File: src/rtl/i2cs_pkg.sv
package i2cs_pkg;
  localparam int BYTE_W = 8;
  localparam logic [6:0] DEV_BASE = 7'h08;

  typedef enum logic [3:0] {
    ST_IDLE,
    ST_ADDR,
    ST_ACK_A,
    ST_PTR,
    ST_ACK_P,
    ST_WDAT,
    ST_ACK_W,
    ST_RDAT,
    ST_MACK,
    ST_SKIP
  } eng_state_t;
endpackage

File: src/rtl/i2cs_sync.sv
module i2cs_sync #(
  parameter int WIDTH = 2,
  parameter int STAGES = 2,
  parameter logic RST_VAL = 1'b1
) (
  input  logic             clk,
  input  logic             rst_n,
  input  logic [WIDTH-1:0] d_i,
  output logic [WIDTH-1:0] q_o
);
  for (genvar g = 0; g < WIDTH; g++) begin : g_bit
    logic [STAGES-1:0] chain;
    always_ff @(posedge clk) begin
      if (!rst_n) chain <= {STAGES{RST_VAL}};
      else        chain <= {chain[STAGES-2:0], d_i[g]};
    end
    assign q_o[g] = chain[STAGES-1];
  end
endmodule

File: src/rtl/i2cs_cond.sv
module i2cs_cond (
  input  logic clk,
  input  logic rst_n,
  input  logic scl_s,
  input  logic sda_s,
  output logic scl_rise,
  output logic scl_fall,
  output logic start_evt,
  output logic stop_evt
);
  logic scl_q, sda_q;

  always_ff @(posedge clk) begin
    if (!rst_n) begin
      scl_q <= 1'b1;
      sda_q <= 1'b1;
    end else begin
      scl_q <= scl_s;
      sda_q <= sda_s;
    end
  end

  assign scl_rise  = scl_s & ~scl_q;
  assign scl_fall  = ~scl_s & scl_q;
  // data line moving while the clock stays high marks a bus condition
  assign start_evt = scl_s & scl_q & sda_q & ~sda_s;
  assign stop_evt  = scl_s & scl_q & ~sda_q & sda_s;
endmodule

File: src/rtl/i2cs_strap.sv
module i2cs_strap (
  input  logic       clk,
  input  logic       rst_n,
  input  logic       a0_i,
  input  logic       a1_i,
  input  logic       scl_i,
  input  logic       sda_i,
  output logic [1:0] addr_lo_o,
  output logic       standalone_o,
  output logic       clk_master_o
);
  logic [1:0] a_cap;
  logic       scl_cap, sda_cap;

  always_ff @(posedge clk) begin
    if (!rst_n) begin
      a_cap   <= {a1_i, a0_i};
      scl_cap <= scl_i;
      sda_cap <= sda_i;
    end
  end

  assign addr_lo_o    = a_cap;
  assign standalone_o = ~a_cap[0] & ~a_cap[1] & ~scl_cap;
  assign clk_master_o = standalone_o & sda_cap;
endmodule

File: src/rtl/i2cs_engine.sv
module i2cs_engine
  import i2cs_pkg::*;
#(
  parameter int PTR_W = 8
) (
  input  logic              clk,
  input  logic              rst_n,
  input  logic              scl_rise,
  input  logic              scl_fall,
  input  logic              start_evt,
  input  logic              stop_evt,
  input  logic              sda_s,
  input  logic [6:0]        dev_addr,
  input  logic [BYTE_W-1:0] rdata_i,
  output logic              sda_oe_o,
  output logic [PTR_W-1:0]  ptr_o,
  output logic [BYTE_W-1:0] wdata_o,
  output logic              we_o
);
  localparam int CNT_W = $clog2(BYTE_W + 1);
  localparam logic [CNT_W-1:0] FULL = CNT_W'(BYTE_W);
  localparam logic [CNT_W-1:0] LAST = CNT_W'(BYTE_W - 1);

  eng_state_t        state;
  logic [CNT_W-1:0]  cnt;
  logic [BYTE_W-1:0] shreg;
  logic [BYTE_W-1:0] tx;
  logic              rw;
  logic              byte_done;

  assign byte_done = scl_fall && (cnt == FULL);

  always_ff @(posedge clk) begin
    if (!rst_n) begin
      state    <= ST_IDLE;
      cnt      <= '0;
      shreg    <= '0;
      tx       <= '0;
      rw       <= 1'b0;
      sda_oe_o <= 1'b0;
      ptr_o    <= '0;
      wdata_o  <= '0;
      we_o     <= 1'b0;
    end else begin
      we_o <= 1'b0;
      if (start_evt) begin
        state    <= ST_ADDR;
        cnt      <= '0;
        sda_oe_o <= 1'b0;
      end else if (stop_evt) begin
        state    <= ST_IDLE;
        cnt      <= '0;
        sda_oe_o <= 1'b0;
      end else begin
        unique case (state)
          ST_ADDR, ST_PTR, ST_WDAT: begin
            if (scl_rise && cnt != FULL) begin
              shreg <= {shreg[BYTE_W-2:0], sda_s};
              cnt   <= cnt + 1'b1;
            end else if (byte_done) begin
              cnt <= '0;
              if (state == ST_ADDR) begin
                if (shreg[BYTE_W-1:1] == dev_addr) begin
                  rw       <= shreg[0];
                  sda_oe_o <= 1'b1;
                  state    <= ST_ACK_A;
                end else begin
                  state <= ST_SKIP;
                end
              end else if (state == ST_PTR) begin
                ptr_o    <= PTR_W'(shreg);
                sda_oe_o <= 1'b1;
                state    <= ST_ACK_P;
              end else begin
                wdata_o  <= shreg;
                we_o     <= 1'b1;
                sda_oe_o <= 1'b1;
                state    <= ST_ACK_W;
              end
            end
          end
          ST_ACK_A: begin
            if (scl_fall) begin
              cnt <= '0;
              if (rw) begin
                sda_oe_o <= ~rdata_i[BYTE_W-1];
                tx       <= {rdata_i[BYTE_W-2:0], 1'b0};
                state    <= ST_RDAT;
              end else begin
                sda_oe_o <= 1'b0;
                state    <= ST_PTR;
              end
            end
          end
          ST_ACK_P: begin
            if (scl_fall) begin
              sda_oe_o <= 1'b0;
              state    <= ST_WDAT;
            end
          end
          ST_ACK_W: begin
            if (scl_fall) begin
              sda_oe_o <= 1'b0;
              state    <= ST_SKIP;
            end
          end
          ST_RDAT: begin
            if (scl_fall) begin
              if (cnt == LAST) begin
                sda_oe_o <= 1'b0;
                state    <= ST_MACK;
              end else begin
                sda_oe_o <= ~tx[BYTE_W-1];
                tx       <= {tx[BYTE_W-2:0], 1'b0};
                cnt      <= cnt + 1'b1;
              end
            end
          end
          ST_MACK: begin
            if (scl_rise) state <= ST_SKIP;
          end
          default: begin
            sda_oe_o <= 1'b0;
          end
        endcase
      end
    end
  end
endmodule

File: src/rtl/i2cs_port.sv
module i2cs_port
  import i2cs_pkg::*;
#(
  parameter int SYNC_STAGES = 2,
  parameter int PTR_W = 8
) (
  input  logic              clk,
  input  logic              rst_n,
  input  logic              scl_i,
  input  logic              sda_i,
  output logic              sda_oe_o,
  input  logic              strap_a0_i,
  input  logic              strap_a1_i,
  output logic [PTR_W-1:0]  reg_addr_o,
  output logic [BYTE_W-1:0] reg_wdata_o,
  output logic              reg_we_o,
  input  logic [BYTE_W-1:0] reg_rdata_i,
  output logic              standalone_o,
  output logic              clk_master_o
);
  logic       scl_s, sda_s;
  logic       scl_rise, scl_fall, start_evt, stop_evt;
  logic [1:0] addr_lo;
  logic [6:0] dev_addr;

  i2cs_sync #(.WIDTH(2), .STAGES(SYNC_STAGES), .RST_VAL(1'b1)) u_sync (
    .clk(clk), .rst_n(rst_n),
    .d_i({scl_i, sda_i}), .q_o({scl_s, sda_s})
  );

  i2cs_cond u_cond (
    .clk(clk), .rst_n(rst_n), .scl_s(scl_s), .sda_s(sda_s),
    .scl_rise(scl_rise), .scl_fall(scl_fall),
    .start_evt(start_evt), .stop_evt(stop_evt)
  );

  i2cs_strap u_strap (
    .clk(clk), .rst_n(rst_n), .a0_i(strap_a0_i), .a1_i(strap_a1_i),
    .scl_i(scl_i), .sda_i(sda_i), .addr_lo_o(addr_lo),
    .standalone_o(standalone_o), .clk_master_o(clk_master_o)
  );

  assign dev_addr = DEV_BASE | {5'b0, addr_lo};

  i2cs_engine #(.PTR_W(PTR_W)) u_eng (
    .clk(clk), .rst_n(rst_n), .scl_rise(scl_rise), .scl_fall(scl_fall),
    .start_evt(start_evt), .stop_evt(stop_evt), .sda_s(sda_s),
    .dev_addr(dev_addr), .rdata_i(reg_rdata_i), .sda_oe_o(sda_oe_o),
    .ptr_o(reg_addr_o), .wdata_o(reg_wdata_o), .we_o(reg_we_o)
  );
endmodule

File: config.mk
export PLATFORM = sky130hd
export DESIGN_NAME = i2cs_port
export DESIGN_NICKNAME = d
export VERILOG_FILES = /design/src/rtl/i2cs_pkg.sv /design/src/rtl/i2cs_sync.sv /design/src/rtl/i2cs_cond.sv /design/src/rtl/i2cs_strap.sv /design/src/rtl/i2cs_engine.sv /design/src/rtl/i2cs_port.sv
export SDC_FILE = /design/constraint.sdc
export NUM_CORES = 1
export LEC_CHECK = 0
export ABC_CLOCK_PERIOD_IN_PS = 2550
export BUFFER_PORTS_ARGS = -buffer_cell sky130_fd_sc_hd__buf_4
export CORE_ASPECT_RATIO = 0.9
export CORE_MARGIN = 2
export CORE_UTILIZATION = 56
export CTS_CLUSTER_SIZE = 24
export DETAILED_ROUTE_END_ITERATION = 7
export GPL_TIMING_DRIVEN = 1
export PLACE_DENSITY = 0.88
export SKIP_LAST_GASP = 1
export SLEW_MARGIN = 40
export SYNTH_ARGS = -nofsm -noshare
export SYNTH_HDL_FRONTEND = slang
export SYNTH_SLANG_ARGS = --single-unit
File: constraint.sdc
create_clock -name clk -period 2.55 [get_ports clk]
set_clock_uncertainty 0.15 [all_clocks]
set_input_delay 0.3825 -clock clk [delete_from_list [all_inputs] [get_ports clk]]
set_output_delay 0.3825 -clock clk [all_outputs]
set_load 0.02 [all_outputs]
==> Yosys cells after proc, flatten, opt, wreduce, memory -nomap -nowiden <==
Index checks and enable logic that the tools add are counted.
{ "classes": {"n_addsub": 1, "eq_ne": 33, "muxes": 37, "n_bitwise": 28, "reduce_logical": 19} }
{ "ops": {"columns": ["op", "n"], "rows": [
  ["4-bit 2-to-1 mux", 15],
  ["7-bit AND reduction", 5],
  ["8-bit 2-to-1 mux", 4],
  ["4-bit by 3-bit inequality test with 1-bit output (second input constant)", 7],
  ["4-bit one-hot mux with 6 select lines", 1],
  ["4-bit by 3-bit == test with 1-bit output (second input constant)", 5],
  ["2-bit by 1-bit inequality test with 1-bit output (second input constant)", 9],
  ["1-bit inverter", 18],
  ["9-bit AND reduction", 2],
  ["8-bit one-hot mux with 2 select lines", 1],
  ["1-bit 2-to-1 mux", 12],
  ["4-bit one-hot mux with 3 select lines", 1],
  ["1-bit AND", 10],
  ["4-bit by 2-bit == test with 1-bit output (second input constant)", 2],
  ["4-bit == test (second input constant)", 2],
  ["4-bit inequality test (second input constant)", 2],
  ["8-bit nonzero test", 1],
  ["7-bit by 4-bit == test with 1-bit output", 1],
  ["7-bit OR reduction", 1],
  ["6-bit nonzero test", 1],
  ["3-bit OR reduction", 2],
  ["1-bit one-hot mux with 5 select lines", 1],
  ["5-bit AND reduction", 1],
  ["4-bit by 1-bit adder with 4-bit output (second input constant)", 1],
  ["11 further kinds", 13]
]} }
{ "word_totals": {"ff_bits": 53, "inputBits": 14, "output_inout_bits": 20, "wordCells": 135} }

==> Logic depth before layout (Yosys ltp) <==
{ "logic_depth": {"depth_word": 8, "ltp_mapped": 9, "ltp_nobuf": 7} }

==> Modules after synthesis <==
From an unflattened synthesis, not the netlist that was laid out.
{ "unflattened": {"cells_unflattened": 250, "area_unflattened_um2": 2479.9} }
{ "by_module_without_submodules": {"columns": ["module", "instances", "cells_per_inst", "area_per_inst_um2", "seq_area_each_um2"], "rows": [
  ["i2cs_engine", 1, 223, 2123.3, 840.8],
  ["i2cs_strap", 1, 7, 143.9, 120.1],
  ["i2cs_sync", 1, 10, 120.1, 80.1],
  ["i2cs_cond", 1, 8, 85.1, 40.0],
  ["i2cs_port", 1, 2, 7.5, 0.0]
]} }

==> Worst setup path after synthesis <==
OpenSTA, ideal clock, no wires.
{ "synth_path": {"path_type": "register to register", "from": "register u_eng.cnt[0]", "to": "register u_eng.state[2]", "setup_time_ps": 89, "arrival_ps": 1856, "t_required_ps": 2311, "slack_ps": 456, "path_stages_with_launch": 9, "n_path_buf": 1, "period_less_slack_ps": 2094, "cell_sequence": "dfxtp_1 > inv_1 > ha_1 > and3b_1 > clkbuf_1 > a21o_2 > o311a_4 > and4b_1 > a211oi_1"} }
{ "synth_via": {"elab_chain_len": 4, "word_cells_on_any_way": 9, "classes_between": "6 x eq/ne; 3 x reduce/logical"} }
{ "synth_rtl": {"columns": ["item", "line", "source"], "rows": [
  ["start, declared", "i2cs_engine.sv:25", "logic [CNT_W-1:0] cnt;"],
  ["start signal, assigned", "i2cs_engine.sv:59", "cnt <= cnt + 1'b1;"],
  ["start signal, assigned", "i2cs_engine.sv:115", "cnt <= cnt + 1'b1;"],
  ["4-bit == test or 4-bit inequality test (tied branches)", "i2cs_engine.sv:31, i2cs_engine.sv:57", null],
  ["1-bit logical AND (on tied branches)", "i2cs_engine.sv:31, i2cs_engine.sv:57", null],
  ["2-bit by 1-bit inequality test with 1-bit output (no line) or 2-bit inequality test (tied branches)", null, null],
  ["9-bit AND reduction (no line) (*)", null, null],
  ["end signal, assigned", "i2cs_engine.sv:35", "state <= ST_IDLE;"],
  ["end signal, assigned", "i2cs_engine.sv:47", "state <= ST_ADDR;"],
  ["end signal, assigned", "i2cs_engine.sv:51", "state <= ST_IDLE;"],
  ["end, declared", "i2cs_engine.sv:24", "eng_state_t state;"]
]} }
Mark *: on every way between the ends. The rest lies on a longest branch, timed or not.
A chain may end at the register's enable or synchronous reset.

==> Final worst setup path <==
{ "layout_path": {"from": "register u_eng.cnt[0]", "to": "register u_eng.wdata_o[1]"} }
{ "layout_via": {"elab_chain_len": 4, "word_cells_on_any_way": 6, "classes_between": "2 x eq/ne; 1 x bitwise; 3 x reduce/logical"} }
{ "layout_rtl": {"columns": ["item", "line", "source"], "rows": [
  ["4-bit inequality test", "i2cs_engine.sv:57", "if (scl_rise && cnt != FULL) begin"],
  ["1-bit logical AND", "i2cs_engine.sv:57", null],
  ["1-bit inverter (no line)", null, null],
  ["7-bit AND reduction (no line) (*)", null, null],
  ["end signal, assigned", "i2cs_engine.sv:75", "wdata_o <= shreg;"],
  ["end, declared", "i2cs_engine.sv:17", "output logic [BYTE_W-1:0] wdata_o,"]
]} }
Marked as above.

==> results_dict.tcl <==
set metrics [dict create \
    place.port_buffers 33 \
    vias_per_cell 5.62 \
    synth_ff_type "dfxtp_1" \
    grt_pass1_vias 1647 \
    status "finished, final reports clean" \
    maxCapViolations 0 \
    setup_violations 0 \
    nets 287 \
    place_congestion 0.926 \
    worstReg2RegStart "u_eng.cnt[0]$_SDFFE_PP0P_" \
    grt_pass1_wl_mm 8.00 \
    min_from "strap_a1_i" \
    drive_gt1_share_pct 20.6 \
    path_max_fanout 8 \
    die_h_um 65.5 \
    netlist_area_um2 2360 \
    h-tree-depth 2 \
    ys_seq_area_share_pct 45.9 \
    tightest_slew_ps 566 \
    synth_nets 255 \
    post_drt_wl_per_cell_um 15.0 \
    arrival_ps 2300 \
    synth_area_leader_cell "dfxtp_1" \
    finalMaxSlewViolations 0 \
    cts_tree "yes" \
    p_switching_uw 580 \
    cts_setup_buffers 0 \
    hold_violations 0 \
    num_vias 1799 \
    synth-seq-cells 52 \
    comb_power_share_pct 23.1 \
    post-synth-top-area-fraction_pct 40.8 \
    p_sw_share_pct 30.1 \
    floorplan.die_area_um2 4740 \
    hold_class "in -> reg" \
    antenna_found_initial 0 \
    vdd_drop_max_v 0.000504 \
    clkLatencyLatePin_ps 320 \
    cp-start-kind "flop" \
    synth_area_leaders "dfxtp_1 41%, mux2i_1 15%, nor2_1 6.2%" \
    cts-root-buf "clkbuf_8" \
    netlist_instances 239 \
    slew_headroom_pct 62.3 \
    fmax_mhz 444 \
    avgSynthCellArea_um2 9.86 \
    synthArstFlopShare_pct 0 \
    p_leak_uw 0.00126 \
    areaGrowthSynthToFinish_pct 17.0 \
    power_density_nw_per_um2 700 \
    pin_count 34 \
    num_rows 22 \
    fill_cells 316 \
    finalCritPeriodShare_pct 88.2 \
    grt-ovfl-total 0 \
    path_class "reg -> reg" \
    ys_types 50 \
    sequentialPowerShare_pct 46.9 \
    routed_wl_mm 4.79 \
    tns_ps 0 \
    grt_max_degree 37 \
    startpoint "u_eng.cnt[0]$_SDFFE_PP0P_" \
    drtPass1Iterations 4 \
    cts_buffers 5 \
    start_util_pct 58.2 \
    cp-end-kind "flop" \
    yosysWarnings 0 \
    internal_power_uw 1350 \
    crit_required_ps 2600 \
    clockPowerShare_pct 30.0 \
    clock-sinks 52 \
    ant_nets 0 \
    synth_edf_count 4 \
    core_region_area_um2 4050 \
    period_minus_slack_ps 2250 \
    drc 0 \
    hpwl_mm 3.40 \
    rsz0062_at_grt "false" \
    clk_path_buf_depth 2 \
    cts_resized 0 \
    die-width_um 72.4 \
    dpl_worst_slack_ps 327 \
    hold_buffers 0 \
    power.total_uw 1930 \
    grt_usage_pct 21.9 \
    worst_slack_ps 300 \
    drt_iter0_markers 104 \
    diodes 0 \
    clkSlewWorstSetupHoldPaths_ps 90 \
]
==> through the flow <==
stage / hold WS [ps] / area (um2) / cells / utilization, %
after floorplan: 236 / 2360 / 239 / -
after global placement: 243 / 2650 / 312 / 65.4
after detailed placement: 252 / 2650 / 312 / 65.4
after CTS: 78.0 / 2760 / 320 / 68.1
after global routing: 69.2 / 2760 / 320 / 68.1
final: 84.7 / 2760 / 320 / 68.1
==> placed cells by master (no fill, tap or decap), types with 2 or more instances in the layout <==
cell type,n
a211oi_1,7
a21oi_1,6
a32o_1,2
and2_1,3
buf_4,38
clkbuf_8,5
dfxtp_1,48
edfxtp_1,4
ha_1,2
inv_1,4
mux2i_1,36
nand2_1,7
nand2b_1,11
nand3_1,8
nand3b_1,2
nor2_1,39
nor2b_1,3
nor3_1,4
nor4b_1,2
o211ai_1,3
o21ai_0,3
o31ai_1,2
or3_1,2
xnor2_1,2
xor2_1,2
==> per-layer routing <==
layer | vias to the layer above | wire length [um] | track usage (%)
li1 | 913 | - | -
met1 | 844 | 2260 | 30.0
met2 | 34 | 2220 | 33.4
met3 | 8 | 234 | 6.13
met4 | 0 | 75 | 6.94
met5 | - | 0 | 0
==> final timing paths <==
check        slack [ps]                                  end  cells after the start
max                 300        u_eng.wdata_o[1]$_SDFFE_PN0P_                      7
min                  80       u_strap.addr_lo_o[1]$_DFFE_PN_                      1
max reg2reg         300        u_eng.wdata_o[1]$_SDFFE_PN0P_                      7
min reg2reg         270  u_sync.g_bit[1].chain[1]$_SDFF_PN1_                      1
==> area by class of cell <==
class	count	area (um2)	area share, %
clock buffers	6	72.6	2.63
clock inverters	2	38.8	1.41
inverters	5	18.8	0.681
multi-input cells	169	1200	43.5
flip-flops and latches	52	1080	39.2
well taps	48	60.1	2.18
repair buffers	38	285	10.3
==> synth_stat cells, types with 3 or more instances <==
cell and n:
a211oi_1 7, a21oi_1 6, and2_1 3, buf_2 6, clkbuf_1 6, dfxtp_1 48, edfxtp_1 4, inv_1 4
mux2i_1 36, nand2_1 7, nand2b_1 11, nand3_1 8, nor2_1 39, nor2b_1 3, nor3_1 4, o211ai_1 3
o21ai_0 3
==> flip-flops by register name, indices dropped and copies added, names as in the netlist <==
| register | flops |
|---|---|
| u_cond.scl_q | 1 |
| u_strap.addr_lo_o | 2 |
| u_cond.sda_q | 1 |
| u_sync.g_bit.chain | 4 |
| u_eng.ptr_o | 8 |
| u_strap.scl_cap | 1 |
| u_strap.sda_cap | 1 |
| u_eng.cnt | 4 |
| u_eng.sda_oe_o | 1 |
| u_eng.shreg | 8 |
| u_eng.we_o | 1 |
| u_eng.rw | 1 |
| u_eng.state | 4 |
| u_eng.tx | 7 |
| u_eng.wdata_o | 8 |
==> critical path, cell delays in order (launching register included) <==
cell	delay [ps]
dfxtp_1	380
inv_1	70
ha_1	190
and3b_1	260
o211ai_1	350
a211o_1	430
mux2i_1	240
nor2_1	60
==> logic make-up after synthesis <==
logic type / count (synthesis) / share of synthesized area (%)
XOR/XNOR: 4 / 1.49
AND/OR/NAND/NOR: 92 / 21.3
buffers and inverters: 18 / 3.19
AO/OA/AOI/OAI: 35 / 11.8
adder cells (fa/ha/maj): 2 / 1.06
flip-flops: 52 / 45.9
multiplexers: 36 / 15.3
==> power by group through the flow <==
stage          sequential [uW]  clock, uW  combinational [uW]
2_1_floorplan              895          0                 362
3_3_place_gp               923          0                 435
3_5_place_dp               921          0                 440
4_1_cts                    903        587                 442
5_1_grt                    912        619                 489
6_report                   905        580                 446
Note: power is estimated with default switching activity, not from simulation.
